**config.mk**
```make
export PLATFORM = sky130hd
export DESIGN_NAME = nvm_cmd_seq
export DESIGN_NICKNAME = d
export VERILOG_FILES = /design/src/rtl/nvm_seq_pkg.sv /design/src/rtl/nvm_host_decode.sv /design/src/rtl/nvm_copy_engine.sv /design/src/rtl/nvm_shadow_bank.sv /design/src/rtl/nvm_cmd_seq.sv
export SDC_FILE = /design/constraint.sdc
export NUM_CORES = 1
export LEC_CHECK = 0
export ABC_AREA = 1
export ABC_CLOCK_PERIOD_IN_PS = 1800
export BUFFER_PORTS_ARGS = -buffer_cell sky130_fd_sc_hd__buf_4
export CORE_MARGIN = 2
export CORE_UTILIZATION = 45
export DETAILED_ROUTE_END_ITERATION = 10
export SETUP_SLACK_MARGIN = 0.2
export SLEW_MARGIN = 15
export SYNTH_ARGS = -nofsm -noshare
export SYNTH_HDL_FRONTEND = slang
export SYNTH_SLANG_ARGS = --single-unit
```
**constraint.sdc**
```tcl
create_clock -name clk -period 1.8 [get_ports clk]
set_input_delay 0 -clock clk [delete_from_list [all_inputs] [get_ports clk]]
set_output_delay 0 -clock clk [all_outputs]
set_load 0.05 [all_outputs]
```
**src/rtl/nvm_seq_pkg.sv**
```systemverilog
package nvm_seq_pkg;
   localparam int REG_W     = 16;
   // control word bit positions
   localparam int B_PROG    = 15;
   localparam int B_MEMSEL  = 13;
   localparam int B_LVL_HI  = 11;
   localparam int B_LVL_LO  = 10;
   localparam int B_READ    = 8;
   localparam int B_BULK    = 5;
   // register addresses
   localparam int A_CTRL    = 0;
   localparam int A_IRQ     = 1;
   // main state codes
   localparam logic [4:0] MS_OFF  = 5'b00000;
   localparam logic [4:0] MS_PROG = 5'b01011;

   typedef enum logic [1:0] {
      ENG_IDLE  = 2'd0,
      ENG_RUN   = 2'd1,
      ENG_DRAIN = 2'd2
   } eng_state_t;
endpackage

```
**src/rtl/nvm_host_decode.sv**
```systemverilog
module nvm_host_decode
   import nvm_seq_pkg::*;
#(
   parameter int ADDR_W  = 4,
   parameter int PIDX_W  = 3
) (
   input  logic              wr_en,
   input  logic [ADDR_W-1:0] addr,
   input  logic [REG_W-1:0]  wdata,
   input  logic              busy,
   input  logic              in_prog,
   output logic              enter_prog,
   output logic              cmd_go,
   output logic              cmd_otp,
   output logic              cmd_bulk,
   output logic [PIDX_W-1:0] cmd_page,
   output logic [1:0]        cmd_lvl,
   output logic              irq_clr
);
   logic ctrl_hit;
   logic irq_hit;
   logic unused_wdata;

   assign ctrl_hit   = wr_en && !busy && (addr == ADDR_W'(A_CTRL));
   assign irq_hit    = wr_en && !busy && (addr == ADDR_W'(A_IRQ));

   assign enter_prog = ctrl_hit && !in_prog && wdata[B_PROG];
   assign cmd_go     = ctrl_hit &&  in_prog && wdata[B_READ] && !wdata[B_PROG];
   assign cmd_otp    = wdata[B_MEMSEL];
   assign cmd_bulk   = wdata[B_BULK];
   assign cmd_page   = wdata[PIDX_W-1:0];
   assign cmd_lvl    = wdata[B_LVL_HI:B_LVL_LO];
   assign irq_clr    = irq_hit && wdata[0];

   assign unused_wdata = ^wdata;
endmodule

```
**src/rtl/nvm_copy_engine.sv**
```systemverilog
module nvm_copy_engine
   import nvm_seq_pkg::*;
#(
   parameter int NUM_PAGES = 8,
   parameter int PAGE_W    = 16,
   parameter int MEM_LAT   = 1,
   parameter int PIDX_W    = 3
) (
   input  logic              clk,
   input  logic              rst_n,
   input  logic              start,
   input  logic              start_otp,
   input  logic              start_bulk,
   input  logic [PIDX_W-1:0] start_page,
   input  logic [1:0]        start_lvl,
   output logic              busy,
   output logic              done,
   output logic              otp_rd_en,
   output logic [PIDX_W-1:0] otp_rd_addr,
   output logic [1:0]        otp_rd_lvl,
   input  logic [PAGE_W-1:0] otp_rd_data,
   output logic              emu_rd_en,
   output logic [PIDX_W-1:0] emu_rd_addr,
   input  logic [PAGE_W-1:0] emu_rd_data,
   output logic              sh_we,
   output logic [PIDX_W-1:0] sh_addr,
   output logic [PAGE_W-1:0] sh_data
);
   localparam logic [PIDX_W-1:0] LAST_PAGE = PIDX_W'(NUM_PAGES - 1);

   eng_state_t        st;
   logic [PIDX_W-1:0] cur;
   logic [PIDX_W-1:0] last;
   logic              sel_otp;
   logic [1:0]        lvl_q;
   logic              issue;
   logic              pend_early;
   logic [MEM_LAT-1:0] pv;
   logic [PIDX_W-1:0] pa [MEM_LAT];

   assign issue = (st == ENG_RUN);
   assign busy  = (st != ENG_IDLE);

   always_ff @(posedge clk or negedge rst_n) begin
      if (!rst_n) begin
         st      <= ENG_IDLE;
         cur     <= '0;
         last    <= '0;
         sel_otp <= 1'b0;
         lvl_q   <= 2'b00;
      end else begin
         case (st)
            ENG_IDLE: if (start) begin
               sel_otp <= start_otp;
               lvl_q   <= start_lvl;
               cur     <= start_bulk ? '0 : start_page;
               last    <= start_bulk ? LAST_PAGE : start_page;
               st      <= ENG_RUN;
            end
            ENG_RUN: begin
               cur <= cur + 1'b1;
               if (cur == last) st <= ENG_DRAIN;
            end
            ENG_DRAIN: if (done) st <= ENG_IDLE;
            default: st <= ENG_IDLE;
         endcase
      end
   end

   // read-latency pipeline carrying the page index to the capture stage
   always_ff @(posedge clk or negedge rst_n) begin
      if (!rst_n) begin
         pv <= '0;
         for (int i = 0; i < MEM_LAT; i++) pa[i] <= '0;
      end else begin
         pv[0] <= issue;
         pa[0] <= cur;
         for (int i = 1; i < MEM_LAT; i++) begin
            pv[i] <= pv[i-1];
            pa[i] <= pa[i-1];
         end
      end
   end

   generate
      if (MEM_LAT == 1) begin : g_lat_one
         assign pend_early = 1'b0;
      end else begin : g_lat_multi
         assign pend_early = |pv[MEM_LAT-2:0];
      end
   endgenerate

   assign done        = (st == ENG_DRAIN) && pv[MEM_LAT-1] && !pend_early;

   assign otp_rd_en   = issue && sel_otp;
   assign otp_rd_addr = cur;
   assign otp_rd_lvl  = lvl_q;
   assign emu_rd_en   = issue && !sel_otp;
   assign emu_rd_addr = cur;

   assign sh_we       = pv[MEM_LAT-1];
   assign sh_addr     = pa[MEM_LAT-1];
   assign sh_data     = sel_otp ? otp_rd_data : emu_rd_data;
endmodule

```
**src/rtl/nvm_shadow_bank.sv**
```systemverilog
module nvm_shadow_bank #(
   parameter int NUM_PAGES = 8,
   parameter int PAGE_W    = 16,
   parameter int PIDX_W    = 3
) (
   input  logic              clk,
   input  logic              rst_n,
   input  logic              we,
   input  logic [PIDX_W-1:0] waddr,
   input  logic [PAGE_W-1:0] wdata,
   input  logic [PIDX_W-1:0] raddr,
   output logic [PAGE_W-1:0] rdata
);
   logic [PAGE_W-1:0] pg [NUM_PAGES];

   generate
      for (genvar g = 0; g < NUM_PAGES; g++) begin : g_page
         always_ff @(posedge clk or negedge rst_n) begin
            if (!rst_n)                             pg[g] <= '0;
            else if (we && waddr == PIDX_W'(g))     pg[g] <= wdata;
         end
      end
   endgenerate

   assign rdata = pg[raddr];
endmodule

```
**src/rtl/nvm_cmd_seq.sv**
```systemverilog
module nvm_cmd_seq
   import nvm_seq_pkg::*;
#(
   parameter int ADDR_W    = 4,
   parameter int NUM_PAGES = 8,
   parameter int PAGE_W    = 16,
   parameter int MEM_LAT   = 1,
   localparam int PIDX_W   = $clog2(NUM_PAGES)
) (
   input  logic              clk,
   input  logic              rst_n,
   input  logic              host_wr_en,
   input  logic [ADDR_W-1:0] host_addr,
   input  logic [15:0]       host_wdata,
   output logic [15:0]       host_rdata,
   output logic [4:0]        main_state,
   output logic              irq,
   output logic              otp_rd_en,
   output logic [PIDX_W-1:0] otp_rd_addr,
   output logic [1:0]        otp_rd_lvl,
   input  logic [PAGE_W-1:0] otp_rd_data,
   output logic              emu_rd_en,
   output logic [PIDX_W-1:0] emu_rd_addr,
   input  logic [PAGE_W-1:0] emu_rd_data
);
   localparam logic [ADDR_W-1:0] SH_BASE = ADDR_W'(1) << (ADDR_W - 1);

   generate
      if (NUM_PAGES < 2 || (NUM_PAGES & (NUM_PAGES - 1)) != 0) begin : g_bad_pages
         $error("NUM_PAGES must be a power of two of at least 2");
      end
      if (NUM_PAGES > (1 << (ADDR_W - 1))) begin : g_bad_addr
         $error("shadow window of ADDR_W cannot hold NUM_PAGES");
      end
      if (PAGE_W > REG_W || PAGE_W < 1) begin : g_bad_width
         $error("PAGE_W must be 1..16");
      end
      if (MEM_LAT < 1) begin : g_bad_lat
         $error("MEM_LAT must be at least 1");
      end
   endgenerate

   logic              in_prog;
   logic              eng_busy, eng_done;
   logic              enter_prog, cmd_go, cmd_otp, cmd_bulk, irq_clr;
   logic [PIDX_W-1:0] cmd_page;
   logic [1:0]        cmd_lvl;
   logic              st_go, st_otp, st_bulk;
   logic [PIDX_W-1:0] st_page;
   logic [1:0]        st_lvl;
   logic              sh_we;
   logic [PIDX_W-1:0] sh_waddr;
   logic [PAGE_W-1:0] sh_wdata, sh_rdata;
   logic              sh_hit;

   nvm_host_decode #(.ADDR_W(ADDR_W), .PIDX_W(PIDX_W)) u_dec (
      .wr_en(host_wr_en), .addr(host_addr), .wdata(host_wdata),
      .busy(eng_busy), .in_prog(in_prog),
      .enter_prog(enter_prog), .cmd_go(cmd_go), .cmd_otp(cmd_otp),
      .cmd_bulk(cmd_bulk), .cmd_page(cmd_page), .cmd_lvl(cmd_lvl),
      .irq_clr(irq_clr)
   );

   // entry forces an OTP bulk copy at the normal read level
   assign st_go   = enter_prog || cmd_go;
   assign st_otp  = enter_prog ? 1'b1  : cmd_otp;
   assign st_bulk = enter_prog ? 1'b1  : cmd_bulk;
   assign st_page = enter_prog ? '0    : cmd_page;
   assign st_lvl  = enter_prog ? 2'b00 : cmd_lvl;

   nvm_copy_engine #(
      .NUM_PAGES(NUM_PAGES), .PAGE_W(PAGE_W), .MEM_LAT(MEM_LAT), .PIDX_W(PIDX_W)
   ) u_eng (
      .clk(clk), .rst_n(rst_n),
      .start(st_go), .start_otp(st_otp), .start_bulk(st_bulk),
      .start_page(st_page), .start_lvl(st_lvl),
      .busy(eng_busy), .done(eng_done),
      .otp_rd_en(otp_rd_en), .otp_rd_addr(otp_rd_addr), .otp_rd_lvl(otp_rd_lvl),
      .otp_rd_data(otp_rd_data),
      .emu_rd_en(emu_rd_en), .emu_rd_addr(emu_rd_addr), .emu_rd_data(emu_rd_data),
      .sh_we(sh_we), .sh_addr(sh_waddr), .sh_data(sh_wdata)
   );

   nvm_shadow_bank #(.NUM_PAGES(NUM_PAGES), .PAGE_W(PAGE_W), .PIDX_W(PIDX_W)) u_bank (
      .clk(clk), .rst_n(rst_n),
      .we(sh_we), .waddr(sh_waddr), .wdata(sh_wdata),
      .raddr(host_addr[PIDX_W-1:0]), .rdata(sh_rdata)
   );

   always_ff @(posedge clk or negedge rst_n) begin
      if (!rst_n) begin
         in_prog <= 1'b0;
         irq     <= 1'b0;
      end else begin
         if (enter_prog) in_prog <= 1'b1;
         if (eng_done)     irq <= 1'b1;
         else if (irq_clr) irq <= 1'b0;
      end
   end

   assign main_state = in_prog ? MS_PROG : MS_OFF;

   assign sh_hit = host_addr[ADDR_W-1] &&
                   ((host_addr - SH_BASE) < ADDR_W'(NUM_PAGES));

   always_comb begin
      host_rdata = '0;
      if (!eng_busy) begin
         if (host_addr == ADDR_W'(A_IRQ)) host_rdata = {15'd0, irq};
         else if (sh_hit)                 host_rdata = REG_W'(sh_rdata);
      end
   end
endmodule

```
==> flow_summary.json <==
{
  "die-height_um": 129,
  "drc": 0,
  "ios": 87,
  "wl_per_cell_um": 17.2,
  "place.detailed.hpwl_mm": 12.8,
  "routed_wirelength_mm": 20.0,
  "vias_per_cell": 5.47,
  "grt-ovfl-total": 0,
  "hold_viol_final": 1,
  "post_synth_num_cell_types": 29,
  "final.fill_count": 1346,
  "total_power_mw": 13.1,
  "tightest_slew_ns": 0.569,
  "starting_density_of_the_core": 0.459,
  "yosys.area.top_type": "dfrtp_1",
  "synth_area_per_cell_sq_um": 8.17,
  "category_of_the_worst_setup_path_launch_point": "register",
  "clockBufferDepth": 2,
  "std_cell_rows": 45,
  "grt_first_pass_wirelength_mm": 32.5,
  "floorplan_die_area_sq_um": 16500,
  "run_status": "finished, violations left",
  "grt_busiest_layer": "met2",
  "antenna_found_initial": 1,
  "setup_tns_ns": 0,
  "vias": 6370,
  "critical_path.slowest_cell": "dfrtp_1",
  "rsz0062_at_grt": "true",
  "cap_violations": 0,
  "hold_path.class": "input port to register",
  "syn-instance-count": 854,
  "fin_crit_share": 0.941,
  "buffer_ports.inserted": 77,
  "root_buffer": "clkbuf_16",
  "cp_capture_type": "output port",
  "clock_skew_ns": 0.00534,
  "number_of_drc_markers_in_iteration_0": 554,
  "layout_min_cycle_time_ns": 1.69,
  "setup_viol_count_final": 0,
  "worstPathRequired_ns": 1.80,
  "area_growth_syn_to_layout_pct": 29.4,
  "synth-seq-cells": 145,
  "timing.critical_path.slowest_cell_delay_ns": 0.41,
  "clkLatencyLatePin_ns": 0.42,
  "slew_headroom": 0.620,
  "largest_net_degree_at_the_start_of_global_routing": 55,
  "finalWeightedCongestion": 0.806,
  "clock_tree_from_tritoncts": "done",
  "clk_transition_reported_paths_ns": 0.06,
  "failed_checks": "negative hold slack",
  "global_route.usage.met3": 0.0491,
  "timing.critical_path.cells": "inv_2, nand2_4, nor2_4, buf_12, nand2_2, nor2_2, buf_6",
  "yosysWarningCount": 0,
  "syn-cell-area_sq_um": 6980,
  "type_of_the_worst_setup_path": "register to output port",
  "regToRegSetupSlack_ns": 0.29,
  "detail_route_antenna_nets": 0,
  "yosys.area.top_type_share": 0.520,
  "irDropWorstVdd_mv": 0.753,
  "post_route_cells_drive_above_1_share": 0.186,
  "worst_hold_slack_ns": -0.00575,
  "cts_made_buffers": 17,
  "detailedRoute.firstPassIterationCount": 6,
  "groute.layer.met2.usage": 0.422,
  "cp_num_buf_inv": 3,
  "grt_pass1_vias": 6275,
  "timing.fmax_mhz": 590,
  "critical-path-top-delay-family": "buffers and inverters",
  "finalMaxSlewViolations": 0,
  "power_dens_cells_nw_per_um2": 1450,
  "gr-usage-all-layers": 0.258,
  "htree_num_levels": 4,
  "cp.arrival_ns": 1.69,
  "synth.yosys.seq_area_share": 0.520,
  "numClockSinks": 145,
  "gr-usage-met1": 0.346,
  "core_area_sq_um": 15200,
  "fp.dieW_um": 129,
  "p_leak_nw": 4.13,
  "finalNetCount": 1018,
  "cp_max_fo": 8,
  "yosys-top-cells-area": "dfrtp_1, nand2_1, o21ai_0"
}
worst reg2reg max path: stages, from the launching register on:
cell      delay, ns
dfrtp_1        0.37
clkinv_2       0.31
nand2_1        0.28
nand2_1        0.22
nand2_1        0.12
o21ai_0        0.09
worst paths after layout:
kind / start / end / cells past startpoint
max in group asynchronous: rst_n / u_bank.pg[37] / 3
hold / removal: host_wdata[15] / u_eng.sel_otp / 5
setup / recovery: u_eng.st[1] / host_rdata[12] / 7
setup reg to reg: u_eng.sel_otp / u_bank.pg[87] / 5
hold reg to reg: u_eng.otp_rd_lvl[1] / u_eng.otp_rd_lvl[1] / 2
min in group asynchronous: rst_n / u_eng.emu_rd_addr[2] / 2
metrics by stage:
stage,setup WS [ns],util,hold slack [ns],instances,area [sq um]
2_1_floorplan,0.242,-,-0.296,855,7000
3_3_place_gp,0.373,0.509,-0.0445,1084,7730
3_5_place_dp,0.289,0.509,-0.0346,1084,7730
4_1_cts,0.0877,0.586,0.0461,1162,8910
5_1_grt,0.0786,0.594,0.0156,1164,9020
6_report,0.106,0.594,-0.00575,1164,9020
cells in the final DEF (no fill, tap or decap), types with 2 or more instances in the layout:
| cell | count |
|---|---|
| a21oi_1 | 40 |
| a31oi_1 | 60 |
| buf_12 | 7 |
| buf_4 | 78 |
| buf_6 | 7 |
| buf_8 | 10 |
| bufinv_16 | 2 |
| clkbuf_1 | 7 |
| clkbuf_16 | 17 |
| clkbuf_8 | 2 |
| clkinv_2 | 5 |
| conb_1 | 2 |
| dfrtp_1 | 145 |
| dlygate4sd3_1 | 42 |
| inv_1 | 84 |
| inv_2 | 5 |
| nand2_1 | 176 |
| nand2_2 | 9 |
| nand2_4 | 8 |
| nand3_1 | 11 |
| nand4_1 | 13 |
| nor2_1 | 85 |
| nor2_2 | 10 |
| nor2_4 | 16 |
| o211ai_1 | 4 |
| o21ai_0 | 98 |
| o21ai_1 | 5 |
| o221ai_1 | 15 |
| xnor2_1 | 4 |
layer usage:
metal,wire length (um),vias up
met2,9540,220
li1,-,3026
met1,8850,3090
met3,1160,34
met4,418,0
met5,0,-
registers in the layout, indices dropped and copies added, names as in the netlist:
signal,count
irq,1
u_eng.otp_rd_lvl,2
u_eng.sh_addr,3
u_eng.sel_otp,1
u_eng.emu_rd_addr,3
u_eng.sh_we,1
in_prog,1
u_bank.pg,128
u_eng.last,3
u_eng.st,2
cell families (layout without fill, tap and decap cells):
family,Yosys count,in the layout,share of synthesized area
AOI/OAI and AO/OA,224,224,0.182
buffers and inverters,147,267,0.0954
xor gates and xnor gates,4,4,0.00502
other,1,3,0.000538
adders and majority gates,1,1,0.00179
and+or+nand+nor,332,332,0.195
DFF,145,145,0.520
synth_stat cells, drive strengths merged:
library cell and instances:
ha 1, a21oi 40, xnor2 4, o211ai 4, nand3 12, nand4 13, nor2 112, buf 41
or2 1, dfrtp 145, o31ai 1, clkbuf 15, o21ai 103, conb 1, a31oi 60, nand3b 1
nand2 193, o22ai 1, o221ai 15, inv 91
where the power goes:
group / switching, mW / leakage (nW) / total (mW) / internal (mW)
combinational: 2.72 / 2.18 / 4.37 / 1.64
sequential: 0.636 / 1.68 / 5.32 / 4.69
clock: 1.28 / 0.276 / 3.38 / 2.10
final cells by class:
class | count | area [sq um] | area share
multi-input combinational | 563 | 2880 | 0.319
clock buffer | 26 | 479 | 0.0531
timing repair buffer | 144 | 1380 | 0.152
clock inverter | 6 | 80.1 | 0.00887
tap | 188 | 235 | 0.0261
antenna | 1 | 2.50 | 0.000277
sequential | 145 | 3630 | 0.402
inverter | 91 | 345 | 0.0383
repair_timing:
item / CTS / global route
resized for setup: 47 / 28
gates cloned: 1 / 0
pin swaps: 10 / 14
endpoints found under the setup margin: 15 / 20
buffers inserted: 3 / 1
endpoints found under the hold margin: 215 / 0
hold buffers: 42 / 0
(Power assumes the default switching activity.)
